[config.mk]
export PLATFORM = sky130hd
export DESIGN_NAME = scan_tap_ctrl
export DESIGN_NICKNAME = d
export VERILOG_FILES = /design/src/rtl/scan_tap_pkg.sv /design/src/rtl/tap_fsm.sv /design/src/rtl/tap_ir.sv /design/src/rtl/tap_dr.sv /design/src/rtl/scan_tap_ctrl.sv
export SDC_FILE = /design/constraint.sdc
export NUM_CORES = 1
export LEC_CHECK = 0
export ABC_AREA = 1
export BUFFER_PORTS_ARGS = -buffer_cell sky130_fd_sc_hd__clkbuf_2
export CAP_MARGIN = 20
export CORE_MARGIN = 8
export CORE_UTILIZATION = 35
export CTS_BUF_LIST = sky130_fd_sc_hd__clkbuf_8
export DETAILED_ROUTE_END_ITERATION = 16
export GPL_TIMING_DRIVEN = 0
export HOLD_SLACK_MARGIN = 0.08
export PLACE_DENSITY = 0.51
export SLEW_MARGIN = 10
export SYNTH_ARGS = -nofsm -noshare
export SYNTH_HDL_FRONTEND = slang
export SYNTH_HIERARCHICAL = 1
export SYNTH_SLANG_ARGS = --single-unit
[constraint.sdc]
create_clock -name tck -period 2.8 [get_ports tck]
set_input_delay 0 -clock tck [delete_from_list [all_inputs] [get_ports tck]]
set_output_delay 0 -clock tck [all_outputs]
set_load 0.03 [all_outputs]
[src/rtl/scan_tap_pkg.sv]
`timescale 1ns/1ps
package scan_tap_pkg;

   localparam int INSN_W = 3;

   typedef enum logic [3:0] {
      ST_TLR, ST_RTI,
      ST_SEL_DR, ST_CAP_DR, ST_SH_DR, ST_EX1_DR, ST_PAU_DR, ST_EX2_DR, ST_UPD_DR,
      ST_SEL_IR, ST_CAP_IR, ST_SH_IR, ST_EX1_IR, ST_PAU_IR, ST_EX2_IR, ST_UPD_IR
   } tap_state_e;

   localparam logic [INSN_W-1:0] OP_EXTEST  = 3'b000;
   localparam logic [INSN_W-1:0] OP_IDCODE  = 3'b001;
   localparam logic [INSN_W-1:0] OP_SAMPLEZ = 3'b010;
   localparam logic [INSN_W-1:0] OP_BYPASS  = 3'b011;
   localparam logic [INSN_W-1:0] OP_SAMPLE  = 3'b100;

   typedef enum logic [1:0] {PATH_BYP, PATH_ID, PATH_BSR} dr_path_e;

   function automatic dr_path_e path_of(logic [INSN_W-1:0] op);
      case (op)
         OP_EXTEST, OP_SAMPLEZ, OP_SAMPLE: return PATH_BSR;
         OP_IDCODE:                        return PATH_ID;
         default:                          return PATH_BYP;
      endcase
   endfunction

   function automatic logic op_floats_pins(logic [INSN_W-1:0] op);
      return (op == OP_EXTEST) || (op == OP_SAMPLEZ);
   endfunction

endpackage

[src/rtl/tap_fsm.sv]
`timescale 1ns/1ps
module tap_fsm
   import scan_tap_pkg::*;
(
   input  logic       tck,
   input  logic       por_n,
   input  logic       tms,
   output tap_state_e st
);

   tap_state_e nxt;

   always_comb begin
      case (st)
         ST_TLR:    nxt = tms ? ST_TLR    : ST_RTI;
         ST_RTI:    nxt = tms ? ST_SEL_DR : ST_RTI;
         ST_SEL_DR: nxt = tms ? ST_SEL_IR : ST_CAP_DR;
         ST_CAP_DR: nxt = tms ? ST_EX1_DR : ST_SH_DR;
         ST_SH_DR:  nxt = tms ? ST_EX1_DR : ST_SH_DR;
         ST_EX1_DR: nxt = tms ? ST_UPD_DR : ST_PAU_DR;
         ST_PAU_DR: nxt = tms ? ST_EX2_DR : ST_PAU_DR;
         ST_EX2_DR: nxt = tms ? ST_UPD_DR : ST_SH_DR;
         ST_UPD_DR: nxt = tms ? ST_SEL_DR : ST_RTI;
         ST_SEL_IR: nxt = tms ? ST_TLR    : ST_CAP_IR;
         ST_CAP_IR: nxt = tms ? ST_EX1_IR : ST_SH_IR;
         ST_SH_IR:  nxt = tms ? ST_EX1_IR : ST_SH_IR;
         ST_EX1_IR: nxt = tms ? ST_UPD_IR : ST_PAU_IR;
         ST_PAU_IR: nxt = tms ? ST_EX2_IR : ST_PAU_IR;
         ST_EX2_IR: nxt = tms ? ST_UPD_IR : ST_SH_IR;
         ST_UPD_IR: nxt = tms ? ST_SEL_DR : ST_RTI;
         default:   nxt = ST_TLR;
      endcase
   end

   always_ff @(posedge tck or negedge por_n) begin
      if (!por_n) st <= ST_TLR;
      else        st <= nxt;
   end

   // reset state is held while mode select stays high
   a_r2_tlr_hold: assert property (@(posedge tck) disable iff (!por_n)
      (st == ST_TLR && tms) |=> (st == ST_TLR));

   // Capture-DR is reached only from Select-DR
   a_r2_capdr_entry: assert property (@(posedge tck) disable iff (!por_n)
      (st == ST_CAP_DR) |-> ($past(st) == ST_SEL_DR));

endmodule

[src/rtl/tap_ir.sv]
`timescale 1ns/1ps
module tap_ir
   import scan_tap_pkg::*;
(
   input  logic              tck,
   input  logic              por_n,
   input  logic              tdi,
   input  tap_state_e        st,
   output logic [INSN_W-1:0] ir_q,
   output logic              ir_so
);

   localparam logic [INSN_W-1:0] CAP_PAT = INSN_W'(2'b01);

   logic [INSN_W-1:0] sr;

   always_ff @(posedge tck or negedge por_n) begin
      if (!por_n) begin
         sr   <= '0;
         ir_q <= OP_IDCODE;
      end else begin
         case (st)
            ST_CAP_IR: sr <= CAP_PAT;
            ST_SH_IR:  sr <= {tdi, sr[INSN_W-1:1]};
            default:   sr <= sr;
         endcase
         if (st == ST_TLR)         ir_q <= OP_IDCODE;
         else if (st == ST_UPD_IR) ir_q <= sr;
      end
   end

   assign ir_so = sr[0];

   // the active instruction moves only at Update-IR or reset
   a_r4_ir_update_only: assert property (@(posedge tck) disable iff (!por_n)
      !$stable(ir_q) |-> ($past(st) == ST_UPD_IR || $past(st) == ST_TLR));

   // Test-Logic-Reset leaves the identification instruction active
   a_r1_tlr_loads_id: assert property (@(posedge tck) disable iff (!por_n)
      (st == ST_TLR) |=> (ir_q == OP_IDCODE));

endmodule

[src/rtl/tap_dr.sv]
`timescale 1ns/1ps
module tap_dr
   import scan_tap_pkg::*;
#(
   parameter int          BSR_LEN = 89,
   parameter logic [3:0]  ID_REV  = 4'h0,
   parameter logic [9:0]  ID_CFG  = 10'h124,
   parameter logic [5:0]  ID_VEND = 6'h00,
   parameter logic [10:0] ID_MFR  = 11'h2A5
)(
   input  logic               tck,
   input  logic               por_n,
   input  logic               tdi,
   input  tap_state_e         st,
   input  logic [INSN_W-1:0]  ir_q,
   input  logic [BSR_LEN-1:0] pin_in,
   output logic               dr_so
);

   localparam int          ID_W     = 32;
   localparam logic [ID_W-1:0] ID_VALUE = {ID_REV, ID_CFG, ID_VEND, ID_MFR, 1'b1};

   dr_path_e           path;
   logic               cap, sh;
   logic               byp;
   logic [ID_W-1:0]    id_sr;
   logic [BSR_LEN-1:0] bsr, bsr_shifted;

   assign path = path_of(ir_q);
   assign cap  = (st == ST_CAP_DR);
   assign sh   = (st == ST_SH_DR);

   generate
      if (BSR_LEN == 1) begin : g_bsr_single
         assign bsr_shifted = tdi;
      end else begin : g_bsr_chain
         assign bsr_shifted = {tdi, bsr[BSR_LEN-1:1]};
      end
   endgenerate

   always_ff @(posedge tck or negedge por_n) begin
      if (!por_n) begin
         byp   <= 1'b0;
         id_sr <= '0;
         bsr   <= '0;
      end else begin
         if (path == PATH_BYP) begin
            if (cap)     byp <= 1'b0;
            else if (sh) byp <= tdi;
         end
         if (path == PATH_ID) begin
            if (cap)     id_sr <= ID_VALUE;
            else if (sh) id_sr <= {tdi, id_sr[ID_W-1:1]};
         end
         if (path == PATH_BSR) begin
            if (cap)     bsr <= pin_in;
            else if (sh) bsr <= bsr_shifted;
         end
      end
   end

   always_comb begin
      case (path)
         PATH_ID:  dr_so = id_sr[0];
         PATH_BSR: dr_so = bsr[0];
         default:  dr_so = byp;
      endcase
   end

   // first bit out of the bypass cell after a capture is 0
   a_r6_byp_first_zero: assert property (@(posedge tck) disable iff (!por_n)
      (st == ST_SH_DR && $past(st) == ST_CAP_DR && path == PATH_BYP) |-> (dr_so == 1'b0));

   // first bit out of the identification word is the fixed 1
   a_r5_id_lsb_one: assert property (@(posedge tck) disable iff (!por_n)
      (st == ST_SH_DR && $past(st) == ST_CAP_DR && path == PATH_ID) |-> (dr_so == 1'b1));

endmodule

[src/rtl/scan_tap_ctrl.sv]
`timescale 1ns/1ps
module scan_tap_ctrl
   import scan_tap_pkg::*;
#(
   parameter int          BSR_LEN = 89,
   parameter logic [3:0]  ID_REV  = 4'h0,
   parameter logic [9:0]  ID_CFG  = 10'h124,
   parameter logic [5:0]  ID_VEND = 6'h00,
   parameter logic [10:0] ID_MFR  = 11'h2A5
)(
   input  logic               tck,
   input  logic               por_n,
   input  logic               tms,
   input  logic               tdi,
   input  logic [BSR_LEN-1:0] pin_in,
   output logic               tdo,
   output logic               tdo_en,
   output logic               pins_hiz
);

   generate
      if (BSR_LEN < 1) begin : g_bad_len
         $error("scan_tap_ctrl: BSR_LEN must be at least 1");
      end
   endgenerate

   tap_state_e        st;
   logic [INSN_W-1:0] ir_q;
   logic              ir_so, dr_so;

   tap_fsm u_fsm (.tck(tck), .por_n(por_n), .tms(tms), .st(st));

   tap_ir u_ir (.tck(tck), .por_n(por_n), .tdi(tdi), .st(st),
                .ir_q(ir_q), .ir_so(ir_so));

   tap_dr #(.BSR_LEN(BSR_LEN), .ID_REV(ID_REV), .ID_CFG(ID_CFG),
            .ID_VEND(ID_VEND), .ID_MFR(ID_MFR)) u_dr (
      .tck(tck), .por_n(por_n), .tdi(tdi), .st(st), .ir_q(ir_q),
      .pin_in(pin_in), .dr_so(dr_so));

   // serial output retimed on the falling edge
   always_ff @(negedge tck or negedge por_n) begin
      if (!por_n) begin
         tdo    <= 1'b0;
         tdo_en <= 1'b0;
      end else if (st == ST_SH_IR) begin
         tdo    <= ir_so;
         tdo_en <= 1'b1;
      end else if (st == ST_SH_DR) begin
         tdo    <= dr_so;
         tdo_en <= 1'b1;
      end else begin
         tdo    <= 1'b0;
         tdo_en <= 1'b0;
      end
   end

   assign pins_hiz = op_floats_pins(ir_q);

   // driver enabled only while a shift state is current
   a_r3_en_only_shift: assert property (@(posedge tck) disable iff (!por_n)
      tdo_en |-> (st == ST_SH_IR || st == ST_SH_DR));

   // pins stop floating once reset state has been visited
   a_r8_hiz_off_after_tlr: assert property (@(posedge tck) disable iff (!por_n)
      (st == ST_TLR) |=> !pins_hiz);

endmodule

## Word level (Yosys, flattened, before mapping)

Cells that the tools add are included.

- Word-level logic and storage cells: 70
- Bits in registers: 134

- Reductions and logical operators: 14
- Eq/ne operators: 20
- Mux-type cells: 28

Operator list:

| cell | count |
|---|---|
| $mux W89 | 2 |
| $mux W32 | 2 |
| $pmux W4 S12 | 1 |
| $eq A4 B4 Y1 const B | 8 |
| $eq A4 B3 Y1 const B | 4 |
| $mux W4 | 4 |
| $mux W3 | 4 |
| $mux W1 | 9 |
| $eq A4 B2 Y1 const B | 2 |
| $mux W2 | 3 |
| $pmux W3 S2 | 1 |
| $reduce_and A2 Y1 | 3 |
| $reduce_bool A2 Y1 | 3 |
| $reduce_or A3 Y1 | 2 |
| $eq A4 B1 Y1 const B | 1 |
| $logic_not A4 Y1 | 1 |
| $pmux W2 S2 | 1 |
| $reduce_or A2 Y1 | 2 |
| $eq A3 B1 Y1 const B | 1 |
| $eq A3 B2 Y1 const B | 1 |
| $eq A3 B3 Y1 const B | 1 |
| $logic_not A3 Y1 | 1 |
| $eq A2 B1 Y1 const B | 1 |
| $eq A2 B2 Y1 const B | 1 |
| 3 further kinds | 3 |

## Longest topological paths before layout

Gate-level depths: netlist (run 1).

- Depth after elaboration: 7
- Gate-level depth with buffers: 10

## Modules after synthesis

The synthesis (run 1) kept the hierarchy.

By module, submodules not included:

| module | instances | sequential area each (um^2) | cells each | area an instance (um^2) |
|---|---|---|---|---|
| tap_dr | 1 | 3052.9 | 867 | 6229.7 |
| tap_fsm | 1 | 100.1 | 55 | 335.3 |
| tap_ir | 1 | 151.4 | 40 | 295.3 |
| scan_tap_ctrl | 1 | 50.0 | 16 | 105.1 |

==> results of run 1 <==
-- state kept, by name, indices dropped and copies added (netlist names) --
| signal | cells |
|---|---|
| tdo | 1 |
| tdo_en | 1 |
| u_dr/bsr | 89 |
| u_dr/byp | 1 |
| u_dr/id_sr | 32 |
| u_fsm/st | 4 |
| u_ir/ir_q | 3 |
| u_ir/sr | 3 |
-- worst max-delay path, delay by kind of cell, from the launching register on --
kind	cells	cell delay, ns
DFF	1	0.56
AOI/OAI and AO/OA	1	0.09
and+or+nand+nor	3	0.30
buffers and inverters	2	0.14
adders and majority gates	1	0.30
-- cell type report --
cell class / instances / area [sq um]
repair buffers: 190 / 1450
clock buffers: 18 / 248
fillers: 2027 / 10200
multi-input cells: 743 / 3280
flip-flops and latches: 134 / 3350
plain buffers: 69 / 305
clock inverters: 14 / 255
well taps: 265 / 332
inverters: 29 / 109
-- power by group --
group	internal (W)	switching [W]
registers	0.00271	0.000480
clock network	0.00126	0.000787
logic	0.00135	0.00254
-- cell families (layout without fill, tap and decap cells) --
logic type / after synthesis / count (layout) / synth area share (%)
buffers and inverters: 101 / 320 / 6.11
and+or+nand+nor: 730 / 730 / 44.4
DFF: 134 / 134 / 48.2
AOI/OAI and AO/OA: 10 / 10 / 0.790
adders and majority gates: 3 / 3 / 0.539
-- metal layers --
layer / part of all wire [%] / track usage (%)
met1: 47 / 22.3
met2: 47 / 26.7
met3: 3.6 / 2.58
met4: 2.1 / 6.35
met5: 0 / 0
-- path summary, 6_finish.rpt --
| kind | from | endpoint | slack, ns | depth (start not counted) |
|---|---|---|---|---|
| setup / recovery | u_ir/ir_q[0] | tdo | -0.18 | 7 |
| hold / removal | por_n | u_dr/id_sr[9] | 0.1 | 2 |
| setup reg to reg | u_ir/ir_q[0] | tdo | -0.18 | 7 |
| hold reg to reg | u_dr/id_sr[2] | u_dr/id_sr[2] | 0.48 | 2 |
| max in group asynchronous | por_n | tdo | 0.66 | 3 |
| min in group tck | tdi | u_ir/sr[2] | 0.41 | 4 |
-- cell usage in the layout (no fill, tap or decap), drive strengths merged, types with 5 or more instances in the layout --
cell type and instances:
buf 38, bufinv 7, clkbuf 147, dfrtp 131
dlygate4sd3 92, inv 30, nand2 480, nand3 202
nand4 25, nor2 19, o21ai 5
-- repair_timing --
action | in CTS | in global routing
setup endpoints to repair | 1 | 1
resized for setup | 10 | 6
hold endpoints to repair | 227 | 0
buffers inserted | 3 | 0
hold buffers | 92 | 0
pin swaps | 2 | 3
-- per-stage QoR --
step / cells / hold WS [ns] / setup slack, ns / TNS [ns]
after global routing: 1462 / 0.122 / -0.257 / -0.257
after CTS: 1463 / 0.108 / -0.222 / -0.222
final: 1462 / 0.0965 / -0.176 / -0.176
after floorplan: 978 / -0.296 / -0.227 / -0.227
after global placement: 1337 / 0.306 / -2.00 / -103.19
after detailed placement: 1338 / 0.0366 / -0.509 / -0.509
==> metrics.cfg, run 1 <==
[power_and_ir_drop]
vdd_drop_max_uv=363
leakage_nw=5.16
power_density_nw_per_um2=977
power_w=0.00912

[route]
drc=0
drt-initial-drc-count=413
vias_per_cell=4.75
ant_nets=0
wl_per_cell_um=13.9
firstDrtPassIters=5
vias=6944
wirelength_mm=20.3

[clock_tree]
cts_tree=done
insertion_delay_ns=0.44
clockBufferDepth=2
h-tree-depth=4
cts_root_buf=clkbuf_8
cts_made_buffers=17
clkTransAtPathRegs_ns=0.09
cts.sinks=134

[sta]
slew_viol_final=0
worst_slack_ns=-0.176
fin_skew_ns=0.0470
worst_slew_pin_slew_ns=0.549
rsz0062_at_grt=yes
setup_viol=1
slew_headroom_pct=63.4
hold_violations=0

[placed_design]
hpwlAfterDp_mm=12.8
post_dp_cell_area_sq_um=7830
gp_congestion=0.754
port_buffers=94

[logic_synthesis]
ys.flop_type=dfrtp_1
netlist.area_leader.share_pct=47.1
synth-edff-count=0
yosys_warnings=6
synth.top_cells.by_count=nand2_1, nand3_1, dfrtp_1
yosys.area.top_type=dfrtp_1
synthArstFlopShare_pct=100
seq_area_frac_synth_pct=48.2
synth_area_sq_um=6970
ys_ff_latch=134
syn_inst=978
synth.most_common_cell=nand2_1
syn_area_per_cell_sq_um=7.12
synthesis.nets=1074
yosys-top-cells-area=dfrtp_1, nand2_1, nand3_1
synth.distinct_cells=25

[grt]
grt_use_total_pct=16.7
grt_pass1_vias=6767
grt_pass1_wl_mm=33.2
grt_max_degree=73
overflow=0
antenna_found_initial=0

[setup_path]
cp_cell_sequence=inv_2, nor3_4, inv_2, ha_4, a31oi_4, nand3_2, nand2_1
worst_ep_required_time_ns=1.65
criticalPathCategory=flip-flop to flip-flop
cp_max_fo=2
worstPathArrival_ns=1.83
endpoint_kind=flip-flop
setup.worst_path.start_class=flip-flop
slowest_delay_ns=0.56
crit_top_cell=inv_2
critPathSlowestCell=dfstp_2

[floorplanning]
core_area_sq_um=19500
start_util_pct=35.7
num_rows=51
die_y_um=157
die_w_um=157
pin_count=96
die_area_sq_um=24700

[run_status]
outcome=finished with violations
violations=negative setup slack

[final_layout]
layout.nets=1280
area_growth_pct=34.0
antennaDiodeCount=0
final_util_pct=47.8
drive_above_1_share_pct=15.5
finalInstanceArea_sq_um=9340

[worst_hold_path]
hold_path_class=input port to asynchronous set/reset pin

[flow_run]
drv_cap=0

Power figures use the tool's default switching activity.
==> run 2, diff against run 1 <==
- PLACE_DENSITY: 0.51 -> 0.5
==> run 2 against run 1 <==
Effect of this change: the run still ends with negative setup slack left; critical path depth rose by 1; cell count rose by 0.14%; combinational power barely moved; via count fell by 0.68%; hold slack improved by 0.31 ns; clock-buffer cell count rose by 4; clock skew rose by 0.0032 ns; design area fell by 0.56%; largest cell class unchanged; largest power group unchanged.
==> metrics.cfg, run 2 (synthesis results as in run 1) <==
[sta]
worst_slack_ns=-0.138  ; +0.0383 ns
slew_viol_final=0  ; unchanged
setup_viol=1  ; unchanged
slew_headroom_pct=64.4  ; +1.1 points
worst_slew_pin_slew_ns=0.533  ; -0.0161 ns
rsz0062_at_grt=yes
fin_skew_ns=0.0502  ; +0.00321 ns
hold_violations=0  ; unchanged
fin_hold_ws_ns=0.402  ; +0.305 ns

[flow_run]
drv_cap=0  ; unchanged

[clock_tree]
insertion_delay_ns=0.45  ; about the same
clockBufferDepth=2  ; unchanged
cts_root_buf=clkbuf_8
cts.sinks=134  ; unchanged
cts_made_buffers=17  ; unchanged
clkTransAtPathRegs_ns=0.08  ; about the same
h-tree-depth=4  ; unchanged
cts_tree=done

[setup_path]
cp_max_fo=2  ; unchanged
setup.worst_path.start_class=flip-flop
r2r_slack_ns=-0.14  ; +0.04 ns
criticalPathCategory=flip-flop to flip-flop
r2r_end=tdo
cp_cell_sequence=inv_2, nor3_4, inv_2, ha_4, nor2_4, a31oi_4, nand3_2, nand2_1
worst_ep_required_time_ns=1.65  ; about the same
crit_top_cell=inv_2
critPathSlowestCell=dfstp_2
worstPathArrival_ns=1.79  ; -0.04 ns
reg2reg_depth=8  ; +1
slowest_delay_ns=0.54  ; -0.02 ns
endpoint_kind=flip-flop
r2r-start=u_ir/ir_q[0]
critPathTopFamily=flip-flops
path_buf_inv=2  ; unchanged

[power_and_ir_drop]
power_frac_comb_pct=44.6  ; +2.0 points
p_clk_share_pct=18.9  ; -3.5 points
p_seq_share_pct=36.5  ; +1.5 points
vdd_drop_max_uv=363  ; about the same
p_int_w=0.00496  ; -6.6%
power_density_nw_per_um2=942  ; -3.7%
leakage_nw=5.14  ; -0.28%
swShare_pct=43.2  ; +1.5 points
p_switching_w=0.00378  ; -0.79%

[worst_hold_path]
hold_path_end=u_ir/sr[2]
hold_depth=4
hold_path_class=input port to flip-flop
min_from=tdi

[run_status]
violations=negative setup slack
outcome=finished with violations

[route]
drt-initial-drc-count=466  ; +13%
wl_per_cell_um=13.8  ; -0.20%
wl_met3_um=655  ; -10%
top_layer=met4
wirelength_mm=20.3  ; about the same
drc=0  ; unchanged
vias=6897  ; -0.68%
drt-met1-wl_mm=9.76  ; +1.6%
ant_nets=0  ; unchanged
firstDrtPassIters=7  ; +2
dr_wl_met2_mm=9.60  ; +0.79%
vias_per_cell=4.71  ; -0.81%

[floorplanning]
die_area_sq_um=24700  ; unchanged
pin_count=96  ; unchanged
die_y_um=157  ; unchanged
core_area_sq_um=19500  ; unchanged
num_rows=51  ; unchanged
die_w_um=157  ; unchanged
start_util_pct=35.7  ; unchanged

[final_layout]
largest_register=u_dr/bsr
area_growth_pct=33.3
final_cell_mix=nand2_1, nand3_1, dfrtp_1, dlygate4sd3_1, clkbuf_2
antennaDiodeCount=0  ; unchanged
finalInstanceArea_sq_um=9280  ; -0.56%
largest_reg_flops=89  ; unchanged
layout.nets=1282  ; +0.16%
final_common_cell=nand2_1
drive_above_1_share_pct=15.4  ; -0.026 points
reg_top3=u_dr/bsr x89, u_dr/id_sr x32, u_fsm/st x4

[grt]
grt_max_degree=85  ; +16%
overflow=0  ; unchanged
grt_pass1_wl_mm=33.1  ; -0.23%
grt_use_total_pct=16.8  ; +0.13 points
grt_pass1_vias=6657  ; -1.6%
antenna_found_initial=0  ; unchanged

[placed_design]
gp_congestion=0.802  ; +6.3%
hpwlAfterDp_mm=12.8  ; -0.59%
port_buffers=94  ; unchanged
post_dp_cell_area_sq_um=7830  ; unchanged

==> run 2: changes by cell type in the layout (fill, tap and decap cells not counted), sizes merged <==
cell / delta
buf: +1
clkinv: +1
clkbuf: +4
bufinv: -5
dlygate4sd3: +1
clkinvlp: -1
inv: +1
==> run 2: repair_timing <==
action                                 4_1_cts  5_1_grt
hold buffers                                94        0
endpoints found under the hold margin      228        0
setup endpoints to repair                    1        1
resized for setup                            7       10
pin swaps                                    2        3
buffers inserted                             3        0
==> run 2: final cells by class <==
type / count / area [sq um]
plain buffers: 69 / 305
clock buffers: 22 / 303
clock inverters: 10 / 103
fillers: 2008 / 10200
inverters: 29 / 109
multi-input cells: 743 / 3290
flip-flops and latches: 134 / 3350
well taps: 265 / 332
repair buffers: 192 / 1490
==> run 2: how the worst max path moves through the flow <==
| stage | depth (start not counted) | endpoint | startpoint |
|---|---|---|---|
| after floorplan | 10 | tdo | u_ir/ir_q[0] |
| after global placement | 1 | tdo_en | por_n |
| after detailed placement | 10 | tdo | u_ir/ir_q[0] |
| after CTS | 9 | tdo | u_ir/ir_q[0] |
| after global routing | 8 | tdo | u_ir/ir_q[0] |
| final | 8 | tdo | u_ir/ir_q[0] |
==> run 2: routing by layer <==
metal / up-vias / global-route usage [%]
met5: - / 0
li1: 3551 / -
met4: 0 / 5.26
met3: 20 / 3.10
met2: 109 / 27.2
met1: 3217 / 22.4
==> run 2: metrics by stage <==
step           worst slack [ns]  util [%]  power, W  TNS [ns]  instances
2_1_floorplan            -0.227         -   0.00585    -0.227        978
3_3_place_gp              -1.99      39.9   0.00686   -101.71       1337
3_5_place_dp             -0.486      40.1   0.00688    -0.486       1338
4_1_cts                  -0.231      47.4   0.00879    -0.231       1465
5_1_grt                  -0.224      47.5   0.00956    -0.224       1464
6_report                 -0.138      47.5   0.00874    -0.138       1464
==> run 2: worst register-to-register path: cells and delay by family (launching register included) <==
family          cells  cell delay [ns]
compound gates      1             0.05
fa+ha+maj           1             0.24
buf+inv             2             0.13
flops               1             0.54
simple gates        4             0.39
==> run 2: power groups by stage <==
stage                     logic [W]  clock network [W]  registers (W)
after global placement      0.00366                  0        0.00321
final                       0.00390            0.00166        0.00319
after global routing        0.00448            0.00179        0.00329
after floorplan             0.00273                  0        0.00312
after CTS                   0.00390            0.00171        0.00318
after detailed placement    0.00367                  0        0.00320
==> run 3, diff against run 2 <==
- CAP_MARGIN: 20 -> default
- CORE_ASPECT_RATIO: default -> 0.75
- SYNTH_HIERARCHICAL: 1 -> default
==> run 3 against run 2 <==
Effect of this change: the flow still finishes with violations (negative setup slack); clock-buffer cell count shrank 2; combinational power shrank 24%; synthesized area shrank 7.7%; non-clock buffer count shrank 23; sequential share of layout area grew 2.6 points; critical path depth shrank 1; sequential power shrank 3%; largest cell class unchanged.
==> metrics.cfg, run 3 <==
[final_layout]
largest_register=u_dr.bsr
multi_input_area_sq_um=2840  ; -14%
final_common_cell=nand2_1
antennaDiodeCount=0  ; unchanged
fill_cells=1822  ; -9.3%
largest_reg_flops=89  ; unchanged
reg_top3=u_dr.bsr x89, u_dr.id_sr x32, u_fsm.st x4
area_growth_pct=34.8
layout.nets=1210  ; -5.6%
final_util_pct=47.5  ; about the same
regArea_sq_um=3360  ; about the same
final_cell_mix=nand2_1, dfrtp_1, clkbuf_2, dlygate4sd3_1, o21ai_0
drive_above_1_share_pct=15.8  ; +0.38 points

[grt]
grt_max_degree=74  ; -13%
overflow=0  ; unchanged
antenna_found_initial=0  ; unchanged
grt_pass1_vias=5933  ; -11%
grt_pass1_wl_mm=29.4  ; -11%
grt_use_total_pct=15.9  ; -0.86 points

[flow_run]
drv_cap=0  ; unchanged

[clock_tree]
cts_tree=done
clockBufferDepth=2  ; unchanged
insertion_delay_ns=0.44  ; about the same
clkTransAtPathRegs_ns=0.07  ; about the same
cts_made_buffers=17  ; unchanged
h-tree-depth=4  ; unchanged
cts.sinks=134  ; unchanged
cts_root_buf=clkbuf_8

[route]
vias_per_cell=4.37  ; -7.2%
drt-initial-drc-count=351  ; -25%
wirelength_mm=17.3  ; -15%
drc=0  ; unchanged
wl_per_cell_um=12.6  ; -9.0%
firstDrtPassIters=4  ; -3
vias=6001  ; -13%
ant_nets=0  ; unchanged

[setup_path]
critPathSlowestCell=dfstp_2
setup.worst_path.start_class=flip-flop
endpoint_kind=flip-flop
crit_top_cell=inv_2
slowest_delay_ns=0.54  ; about the same
worst_ep_required_time_ns=1.63  ; -0.02 ns
critPathTopFamily=flip-flops
worstPathArrival_ns=1.81  ; +0.02 ns
cp_cell_sequence=inv_2, nor3_4, inv_2, ha_4, inv_4, o2111ai_2, o21ai_1
cp_max_fo=2  ; unchanged
criticalPathCategory=flip-flop to flip-flop
path_buf_inv=3  ; +1

[floorplanning]
num_rows=43  ; -16%
core_area_sq_um=18200  ; -6.6%
pin_count=96  ; unchanged
die_w_um=172  ; +9.8%
die_y_um=133  ; -15%
start_util_pct=35.2  ; -0.42 points
die_area_sq_um=23000  ; -6.8%

[placed_design]
port_buffers=95  ; +1.1%
hpwlAfterDp_mm=11.0  ; -13%
gp_congestion=0.813  ; +1.4%
place_worst_setup_slack_ns=-0.212  ; +0.274 ns

[sta]
slew_viol_final=0  ; unchanged
slew_headroom_pct=64.9  ; +0.51 points
rsz0062_at_grt=yes
fin_skew_ns=0.0492  ; -0.00102 ns
hold_violations=0  ; unchanged
worst_slew_pin_slew_ns=0.526  ; -0.00763 ns
worst_slack_ns=-0.186  ; -0.0482 ns
setup_viol=1  ; unchanged

[power_and_ir_drop]
power_density_nw_per_um2=891  ; -5.3%
vdd_drop_max_uv=299  ; -18%
leakage_nw=4.74  ; -7.9%

[logic_synthesis]
synth_area_sq_um=6430  ; -7.7%
syn_area_per_cell_sq_um=7.12  ; about the same
yosys_warnings=0  ; -6
ys.flop_type=dfrtp_1
synth.most_common_cell=nand2_1
synth.distinct_cells=24  ; -4.0%
seq_area_frac_synth_pct=52.2  ; +4.0 points
yosys-top-cells-area=dfrtp_1, nand2_1, o21ai_0
ys_ff_latch=134  ; unchanged
syn_inst=903  ; -7.7%
synth.top_cells.by_count=nand2_1, dfrtp_1, o21ai_0
synthesis.nets=999  ; -7.0%
yosys.area.top_type=dfrtp_1
synthArstFlopShare_pct=100  ; unchanged
synth-edff-count=0  ; unchanged
netlist.area_leader.share_pct=51.0  ; +3.9 points

[run_status]
violations=negative setup slack
outcome=finished with violations

[worst_hold_path]
hold_path_class=input port to asynchronous set/reset pin

[run 3: changes by cell type after synthesis, moves of 3 or more]
cell,before,now
nand4_1,25,0
a21oi_1,2,5
nand3_1,202,10
buf_6,0,3
inv_1,23,13
o21ai_0,0,35
clkbuf_1,38,21
nand2_1,476,620
buf_1,5,0
buf_2,25,20
inv_2,6,3
[run 3: layout make-up]
cell class              count  share of cell area, %
flip-flops and latches    134                   38.7
multi-input cells         706                   32.7
repair buffers            192                   16.9
well taps                 247                   3.57
clock buffers              20                   3.18
plain buffers              46                   2.63
clock inverters            11                   1.52
inverters                  17                  0.780
[run 3: stage by stage]
step	hold slack [ns]	instances	area (sq um)	TNS [ns]	power, W
CTS	0.116	1373	8620	-0.248	0.00773
finish	0.114	1373	8670	-0.186	0.00773
global placement	0.294	1245	7220	-87.68	0.00583
floorplan	-0.296	903	6430	-0.0665	0.00511
global route	0.134	1373	8670	-0.254	0.00850
detailed placement	0.0340	1246	7250	-0.212	0.00585
[run 3: metal layers]
layer / global-route usage, % / routed length [um] / vias to the layer above
li1: - / - / 3160
met1: 23.3 / 9140 / 2708
met2: 23.1 / 7190 / 123
met3: 3.64 / 810 / 10
met4: 4.16 / 153 / 0
met5: 0 / 0 / -
[run 3: worst paths after layout]
path                               from        endpoint  slack, ns  cells past startpoint
max                        u_ir.ir_q[0]             tdo      -0.19                      7
min                               por_n  u_dr.id_sr[28]       0.11                      2
max reg2reg                u_ir.ir_q[0]             tdo      -0.19                      7
min reg2reg                u_dr.bsr[40]    u_dr.bsr[40]       0.48                      2
max in group asynchronous         por_n          tdo_en       0.63                      3
min in group tck             pin_in[74]    u_dr.bsr[74]       0.38                      6
[run 3: power breakdown]
part / switching (W) / total [W] / internal [W]
registers: 0.000400 / 0.00309 / 0.00269
clock network: 0.000743 / 0.00168 / 0.000934
logic: 0.00179 / 0.00296 / 0.00117
total: 0.00294 / 0.00773 / 0.00479
[run 3: kinds of logic after synthesis]
group	Yosys count	share of synthesized area (%)
AOI/OAI and AO/OA	50	4.03
and+or+nand+nor	653	38.7
adders and majority gates	3	0.584
DFF	134	52.2
buffers and inverters	63	4.55
[run 3: repair_timing]
item,in CTS,in global routing
gates cloned,0,0
hold buffers,92,0
pin swaps,3,2
setup buffers,4,0
resized for setup,5,10
setup endpoints to repair,1,1
endpoints found under the hold margin,227,0
